File: src/rtl/lcb_pkg.sv
package lcb_pkg;
   typedef enum logic [1:0] {
      CLIP_PASS = 2'd0,
      CLIP_LOW  = 2'd1,
      CLIP_HIGH = 2'd2
   } clip_e;
endpackage

File: src/rtl/lcb_ctl_hold.sv
module lcb_ctl_hold #(
   parameter int CODE_W  = 6,
   parameter int BRT_W   = 9,
   parameter int CON_RST = 32
) (
   input  logic              clk,
   input  logic              rst_n,
   input  logic              load,
   input  logic [CODE_W-1:0] con_in,
   input  logic [BRT_W-1:0]  brt_in,
   output logic [CODE_W-1:0] con_q,
   output logic [BRT_W-1:0]  brt_q
);
   always_ff @(posedge clk or negedge rst_n) begin
      if (!rst_n) begin
         con_q <= CODE_W'(CON_RST);
         brt_q <= '0;
      end else if (load) begin
         con_q <= con_in;
         brt_q <= brt_in;
      end
   end
endmodule

File: src/rtl/lcb_mul_stage.sv
module lcb_mul_stage #(
   parameter int IN_W   = 8,
   parameter int CODE_W = 6,
   parameter int BRT_W  = 9,
   parameter int BLACK  = 16,
   localparam int PROD_W = IN_W + CODE_W + 2
) (
   input  logic                     clk,
   input  logic                     rst_n,
   input  logic                     vld_i,
   input  logic [IN_W-1:0]          luma_i,
   input  logic [CODE_W-1:0]        con_i,
   input  logic [BRT_W-1:0]         brt_i,
   output logic                     vld_o,
   output logic signed [PROD_W-1:0] prod_o,
   output logic [BRT_W-1:0]         brt_o
);
   logic signed [IN_W:0]     lift;
   logic signed [CODE_W:0]   gain;
   logic signed [PROD_W-1:0] prod;

   assign lift = $signed({1'b0, luma_i}) - $signed((IN_W+1)'(BLACK));
   assign gain = $signed({1'b0, con_i});
   assign prod = PROD_W'(lift) * PROD_W'(gain);

   always_ff @(posedge clk or negedge rst_n) begin
      if (!rst_n) begin
         vld_o  <= 1'b0;
         prod_o <= '0;
         brt_o  <= '0;
      end else begin
         vld_o <= vld_i;
         if (vld_i) begin
            prod_o <= prod;
            brt_o  <= brt_i;
         end
      end
   end
endmodule

File: src/rtl/lcb_sum_clip.sv
module lcb_sum_clip
   import lcb_pkg::*;
#(
   parameter int PROD_W = 16,
   parameter int BRT_W  = 9,
   parameter int CODE_W = 6,
   parameter int FRAC_W = 2,
   parameter int OUT_W  = 10
) (
   input  logic                     clk,
   input  logic                     rst_n,
   input  logic                     vld_i,
   input  logic signed [PROD_W-1:0] prod_i,
   input  logic [BRT_W-1:0]         brt_i,
   output logic                     vld_o,
   output logic [OUT_W-1:0]         luma_o
);
   localparam int SH     = CODE_W - 1 - FRAC_W;
   localparam int WIDE_A = PROD_W + FRAC_W + 2;
   localparam int WIDE_B = BRT_W + FRAC_W + 1;
   localparam int SUM_W  = ((WIDE_A > WIDE_B) ? WIDE_A : WIDE_B) + 1;

   logic signed [SUM_W-1:0] prod_ext, scaled, offs, sum;
   clip_e                   cls;

   assign prod_ext = {{(SUM_W-PROD_W){prod_i[PROD_W-1]}}, prod_i};
   assign offs     = {{(SUM_W-BRT_W-FRAC_W){brt_i[BRT_W-1]}}, brt_i, {FRAC_W{1'b0}}};

   generate
      if (SH >= 0) begin : g_shr
         assign scaled = prod_ext >>> SH;
      end else begin : g_shl
         assign scaled = prod_ext <<< (-SH);
      end
   endgenerate

   assign sum = scaled + offs;

   always_comb begin
      if (sum[SUM_W-1])
         cls = CLIP_LOW;
      else if (|sum[SUM_W-2:OUT_W])
         cls = CLIP_HIGH;
      else
         cls = CLIP_PASS;
   end

   always_ff @(posedge clk or negedge rst_n) begin
      if (!rst_n) begin
         vld_o  <= 1'b0;
         luma_o <= '0;
      end else begin
         vld_o <= vld_i;
         if (vld_i) begin
            unique case (cls)
               CLIP_LOW:  luma_o <= '0;
               CLIP_HIGH: luma_o <= '1;
               default:   luma_o <= sum[OUT_W-1:0];
            endcase
         end
      end
   end
endmodule

File: src/rtl/luma_gain_offset.sv
module luma_gain_offset #(
   parameter int IN_W    = 8,
   parameter int CODE_W  = 6,
   parameter int BRT_W   = 9,
   parameter int FRAC_W  = 2,
   parameter int BLACK   = 16,
   parameter int CON_RST = 32,
   localparam int OUT_W  = IN_W + FRAC_W
) (
   input  logic              clk,
   input  logic              rst_n,
   input  logic              line_start,
   input  logic [CODE_W-1:0] contrast_in,
   input  logic [BRT_W-1:0]  bright_in,
   input  logic              in_valid,
   input  logic [IN_W-1:0]   in_luma,
   output logic              out_valid,
   output logic [OUT_W-1:0]  out_luma
);
   localparam int PROD_W = IN_W + CODE_W + 2;

   generate
      if (FRAC_W < 1 || FRAC_W > CODE_W + 2) begin : g_bad_frac
         $error("luma_gain_offset: FRAC_W out of range");
      end
      if (BLACK < 0 || BLACK >= (1 << IN_W)) begin : g_bad_black
         $error("luma_gain_offset: BLACK outside input range");
      end
      if (CON_RST < 0 || CON_RST >= (1 << CODE_W)) begin : g_bad_rst
         $error("luma_gain_offset: CON_RST outside code range");
      end
      if (CODE_W < 2 || BRT_W < 2) begin : g_bad_w
         $error("luma_gain_offset: widths too small");
      end
   endgenerate

   logic [CODE_W-1:0]        con_act;
   logic [BRT_W-1:0]         brt_act;
   logic                     vld_s1;
   logic signed [PROD_W-1:0] prod_s1;
   logic [BRT_W-1:0]         brt_s1;

   lcb_ctl_hold #(
      .CODE_W (CODE_W),
      .BRT_W  (BRT_W),
      .CON_RST(CON_RST)
   ) u_ctl (
      .clk   (clk),
      .rst_n (rst_n),
      .load  (line_start),
      .con_in(contrast_in),
      .brt_in(bright_in),
      .con_q (con_act),
      .brt_q (brt_act)
   );

   lcb_mul_stage #(
      .IN_W  (IN_W),
      .CODE_W(CODE_W),
      .BRT_W (BRT_W),
      .BLACK (BLACK)
   ) u_mul (
      .clk   (clk),
      .rst_n (rst_n),
      .vld_i (in_valid),
      .luma_i(in_luma),
      .con_i (con_act),
      .brt_i (brt_act),
      .vld_o (vld_s1),
      .prod_o(prod_s1),
      .brt_o (brt_s1)
   );

   lcb_sum_clip #(
      .PROD_W(PROD_W),
      .BRT_W (BRT_W),
      .CODE_W(CODE_W),
      .FRAC_W(FRAC_W),
      .OUT_W (OUT_W)
   ) u_sum (
      .clk   (clk),
      .rst_n (rst_n),
      .vld_i (vld_s1),
      .prod_i(prod_s1),
      .brt_i (brt_s1),
      .vld_o (out_valid),
      .luma_o(out_luma)
   );
endmodule

File: config.mk
export PLATFORM = sky130hd
export DESIGN_NAME = luma_gain_offset
export DESIGN_NICKNAME = d
export VERILOG_FILES = /design/src/rtl/lcb_pkg.sv /design/src/rtl/lcb_ctl_hold.sv /design/src/rtl/lcb_mul_stage.sv /design/src/rtl/lcb_sum_clip.sv /design/src/rtl/luma_gain_offset.sv
export SDC_FILE = /design/constraint.sdc
export NUM_CORES = 1
export LEC_CHECK = 0
export BUFFER_PORTS_ARGS = -buffer_cell sky130_fd_sc_hd__buf_2
export CAP_MARGIN = 20
export CORE_AREA = 2 2 128 130
export DETAILED_ROUTE_END_ITERATION = 7
export DIE_AREA = 0 0 130 132
export GPL_ROUTABILITY_DRIVEN = 0
export GPL_TIMING_DRIVEN = 1
export PLACE_DENSITY = 0.53
export SLEW_MARGIN = 20
export SYNTH_ARGS = -nofsm -noshare
export SYNTH_HDL_FRONTEND = slang
export SYNTH_SLANG_ARGS = --single-unit
export TNS_END_PERCENT = 100
File: constraint.sdc
create_clock -name clk -period 4.4 [get_ports clk]
set_input_delay 0.88 -clock clk [delete_from_list [all_inputs] [get_ports clk]]
set_output_delay 0.88 -clock clk [all_outputs]
set_load 0.005 [all_outputs]
# Yosys cells after proc, flatten, opt, wreduce, memory -nomap -nowiden
# Cells that the tools add are included.
dict set report totals {
  word_cells 16
  register_bits 52
  latchBits 0
  memories 0
  mem_bits_ro 0
  out_inout_bits 11
  inputBits 27
  ramBits 0
}
dict set report op_classes {
  n_lt_le_gt_ge 0
  eq_ne 2
  mul 1
  shifts 0
  addsub 2
  div_mod_pow 0
  muxes 3
  n_reduce_logical 1
  bitwise_logic 0
}
# cell count
set op_table {}
lappend op_table {{case mux 10 bit (2 select lines)} 1}
lappend op_table {{multiplier 9 x 7 -> 16 bit} 1}
lappend op_table {{adder 13 x 11 -> 14 bit} 1}
lappend op_table {{OR reduction 10 bit} 1}
lappend op_table {{subtractor 8 x 5 -> 9 bit, second input constant} 1}
lappend op_table {{2-to-1 mux 2 bit} 2}
lappend op_table {{equality test 2 x 1 -> 1 bit, second input constant} 1}
lappend op_table {{equality test 2 bit, second input constant} 1}

# Longest topological paths before layout
dict set report depth {
  ltp_word 6
  mapped_depth 20
  depth_no_buf 20
}

# Modules after synthesis
# Synthesis repeated with hierarchy kept, for this count alone.
dict set report hier_totals {
  hier_cells 492
  hier_area_um2 4981.0
}
# mod seq_area_each_um2 instances cells_per_inst area_each_um2
set modules_own_cells {}
lappend modules_own_cells {lcb_mul_stage 650.6 1 337 3261.9}
lappend modules_own_cells {lcb_sum_clip 275.3 1 123 1104.8}
lappend modules_own_cells {lcb_ctl_hold 376.6 1 32 614.3}

# Worst setup path before layout
# No wires, ideal clock.
dict set report synth_timing {
  kind {in2reg}
  startpoint {input port in_luma[4]}
  endpoint {register u_mul.prod_o[12]}
  path_slack_ps -1042
  cell_stages 17
  t_arrival_ps 5318
  path_cell_list {inv_1 > ha_1 > nor3b_1 > and2_1 > inv_1 > fa_1 > fa_1 > inv_1 > fa_1 > inv_1 > fa_1 > inv_1 > ha_1 > and2_1 > a311oi_1 > xnor2_1 > mux2_2}
}
dict set report synth_between {
  elab_chain_len 2
}
# item line
set synth_lines {}
lappend synth_lines {{from (decl)} luma_gain_offset.sv:16} ;# input logic [IN_W-1:0] in_luma,
lappend synth_lines {{subtractor 8 x 5 -> 9 bit} lcb_mul_stage.sv:22} ;# assign lift = $signed({1'b0, luma_i}) - $signed((IN_W+1)'(BLACK));
lappend synth_lines {{multiplier 9 x 7 -> 16 bit} lcb_mul_stage.sv:24} ;# assign prod = PROD_W'(lift) * PROD_W'(gain);
lappend synth_lines {{to (signal assigned)} lcb_mul_stage.sv:34} ;# prod_o <= prod;
lappend synth_lines {{to (decl)} lcb_mul_stage.sv:15} ;# output logic signed [PROD_W-1:0] prod_o,
# Every way passes these cells.
# A chain may end at the register's enable or synchronous reset.

# Worst setup path in the final report
dict set report layout_timing {
  startpoint {input port in_luma[5]}
  endpoint {register u_mul.prod_o[12]}
}
# The elaborated chain is that of the path after synthesis.

==> flow_summary_export.csv <==
group,metric,value,unit
cts,clockBufferDepth,2,
layout,drive_above_1_share,34.35,%
hold_path,hold_depth,0,
routing,firstDrtPassIters,4,
cts,cts_tree,"done",
cts,cts_hold_buf,0,
routing,drt_iter0_drc,177,
die,boundaryPins,38,
layout,seq_area,1227,µm²
die,die_width,130,µm
power,leakage,2.840,nW
logic_synthesis,synth-seq-cells,49,
logic_synthesis,synthDominantCellAreaShare,25.97,%
status,violations,"negative setup slack",
routing,ant_nets,0,
sta,period_needed,4710,ps
power,vdd_drop_max,0.0002211,V
sta,fin_ws,-310.5,ps
layout,area_growth,29.33,%
global_route,grt_pass1_wl,17620,µm
layout,layout_common_cells,"inv_1, dfrtp_1, buf_4",
routing,vias,3478,
cts,cts.clk_slew.worst_paths,70,ps
setup_path,rr_worst_depth,15,
global_route,antenna_found_initial,0,
logic_synthesis,yosys.area.top_type,"dfrtp_1",
hold_path,hp-class,"flip-flop to flip-flop",
logic_synthesis,ys_warn_count,0,
global_route,gr-usage-all-layers,12.48,%
setup_path,cp.arrival,4900,ps
setup_path,worstPathRequired,4590,ps
sta,rsz0062_at_grt,"true",
power,cell_internal_pwr,1.993,mW
sta,maxSlewHeadroom,50.72,%
sta,whs,462.0,ps
place,post-dp-hpwl,8101,µm
sta,finalSetupTns,-1460,ps
layout,mostFrequentLayoutCell,"inv_1",
logic_synthesis,synth_flop_cell,"dfrtp_1",
routing,drc,0,
logic_synthesis,synth_cell_types,55,
die,start_util,29.43,%
place,numPortBuffers,37,
status,status,"complete, but fails checks",
power,switching_share,40.84,%
logic_synthesis,avgSynthCellArea,9.839,µm²
routing,wl,10140,µm
global_route,grt_start_max_net_pins,50,
logic_synthesis,synth_nets,579,
sta,finClkSkew,6.307,ps
sta,tightest_slew,734.8,ps
power,comb_power_share,67.9,%
logic_synthesis,synth.area.top_cells,"dfrtp_1, fa_1, ha_1, mux2_2, inv_1",
cts,htree_num_levels,2,
power,clkPwrFrac,12.3,%
run,drv_cap,0,
die,core_area,15710,µm²
sta,slew_violations,0,
setup_path,crit_fanout,5,
cts,cts_num_sinks,49,
logic_synthesis,syn_inst,470,
layout,final_nets,664,
setup_path,path_class,"input pin to flip-flop",
logic_synthesis,ys_seq_area_share,26.54,%
global_route,grt_pass1_vias,3765,
cts,clk_latency,300,ps
die,row_count,46,
die,die_h,132,µm
logic_synthesis,async_reset_ff_share,100.0,%
setup_path,crit_path_end_kind,"flip-flop",
sta,finalSetupViolCount,8,
routing,viasPerCell,4.505,
global_route,grt_overflow,0,
power,seqPwrFrac,19.9,%
setup_path,start_kind,"input pin",
die,die_area,17160,µm²
layout,multi_input_area,3388,µm²
logic_synthesis,syn_area,4624,µm²
logic_synthesis,synth_edf_count,0,
power,total_power,3.369,mW
layout,final_area,5981,µm²
power,power.density,563.3,nW/µm²
layout,fill_cells,1564,
sta,fmaxAchievable,212.3,MHz
layout,antenna_cells,0,
cts,cts_made_buffers,5,
place,dpl_cell_area,5594,µm²
routing,wl_per_cell,13.13,µm
sta,hold_violations,0,
cts,root_buffer,"clkbuf_16",
sta,timing.final.crit_share,107.1,%
power,switchingPower,1.376,mW
-- cell families (layout without fill, tap and decap cells) --
group | after synthesis | count (layout) | synth area share (%)
compound gates | 82 | 82 | 12.28
xor+xnor | 22 | 22 | 4.167
fa+ha+maj | 82 | 82 | 28.68
flops | 49 | 49 | 26.54
buf+inv | 88 | 174 | 7.305
mux | 32 | 32 | 7.738
simple gates | 115 | 115 | 13.28
-- power by group through the flow --
stage | Combinational (mW) | Clock [mW] | Sequential, mW
2_1_floorplan | 1.46 | 0 | 0.652
6_report | 2.29 | 0.413 | 0.670
4_1_cts | 2.09 | 0.424 | 0.675
3_5_place_dp | 2.03 | 0 | 0.683
5_1_grt | 2.56 | 0.444 | 0.691
3_3_place_gp | 2.00 | 0 | 0.679
-- layout make-up --
class / count / share of cell area, %
clock buffers: 6 / 2.322
clock inverters: 2 / 0.2929
repair buffers: 89 / 10.44
multi-input cells: 333 / 56.65
inverters: 77 / 5.251
flip-flops and latches: 49 / 20.52
well taps: 216 / 4.519
-- repair_timing --
item,CTS,global route
setup buffers,4,2
endpoints found under the setup margin,9,9
gates resized for setup,14,33
pin swaps,20,16
-- worst max-delay path, stage by stage --
cell      delay (ps)
buf_12           110
inv_12            40
ha_4             150
nor3b_4          280
and2_4           210
inv_2             40
fa_2             470
fa_1             490
inv_1             50
fa_1             490
inv_2             40
fa_1             490
inv_2             50
ha_4             220
and2_4           160
a311oi_4         340
xnor2_1          110
mux2_4           260
-- sequential cells by signal (all words and copies together), names as in the netlist --
signal        cells
u_sum.vld_o       1
u_ctl.con_q       6
u_mul.brt_o       9
u_mul.vld_o       1
u_mul.prod_o     13
u_sum.luma_o     10
u_ctl.brt_q       9
-- stage by stage --
stage	worst slack, ps	cells	util, %
2_1_floorplan	-390.9	470	-
3_3_place_gp	-700.6	758	35.60
3_5_place_dp	-770.6	758	35.60
4_1_cts	-286.7	770	37.12
5_1_grt	-485.4	772	38.06
6_report	-310.5	772	38.06
-- per-layer routing --
layer	GRT usage, %	wire (µm)	vias up
met5	0	0	-
met4	1.792	91	0
met3	1.542	250	12
met2	21.90	5075	41
met1	16.74	4721	1693
li1	-	-	1732
-- worst paths after layout --
kind | from | to | slack [ps]
min in group asynchronous | rst_n | u_ctl.brt_q[1] | 690
min | u_mul.vld_o | u_sum.vld_o | 460
max reg2reg | u_ctl.con_q[1] | u_mul.prod_o[12] | 120
max in group asynchronous | rst_n | u_ctl.brt_q[3] | 3250
max | in_luma[5] | u_mul.prod_o[12] | -310
min reg2reg | u_mul.vld_o | u_sum.vld_o | 460
-- cells in the mapped netlist (all sizes together) (4+ instances only) --
library cell and number:
a211oi 4, a21o 4, a21oi 19, a22oi 4, a2bb2oi 5, and2 28
clkbuf 9, dfrtp 48, fa 40, ha 42, inv 77, mux2 30
nand2 34, nor2 13, nor2b 18, nor3 4, o21a 4, o21ai 18
xnor2 18, xor2 4
Power figures use the tool's default switching activity.
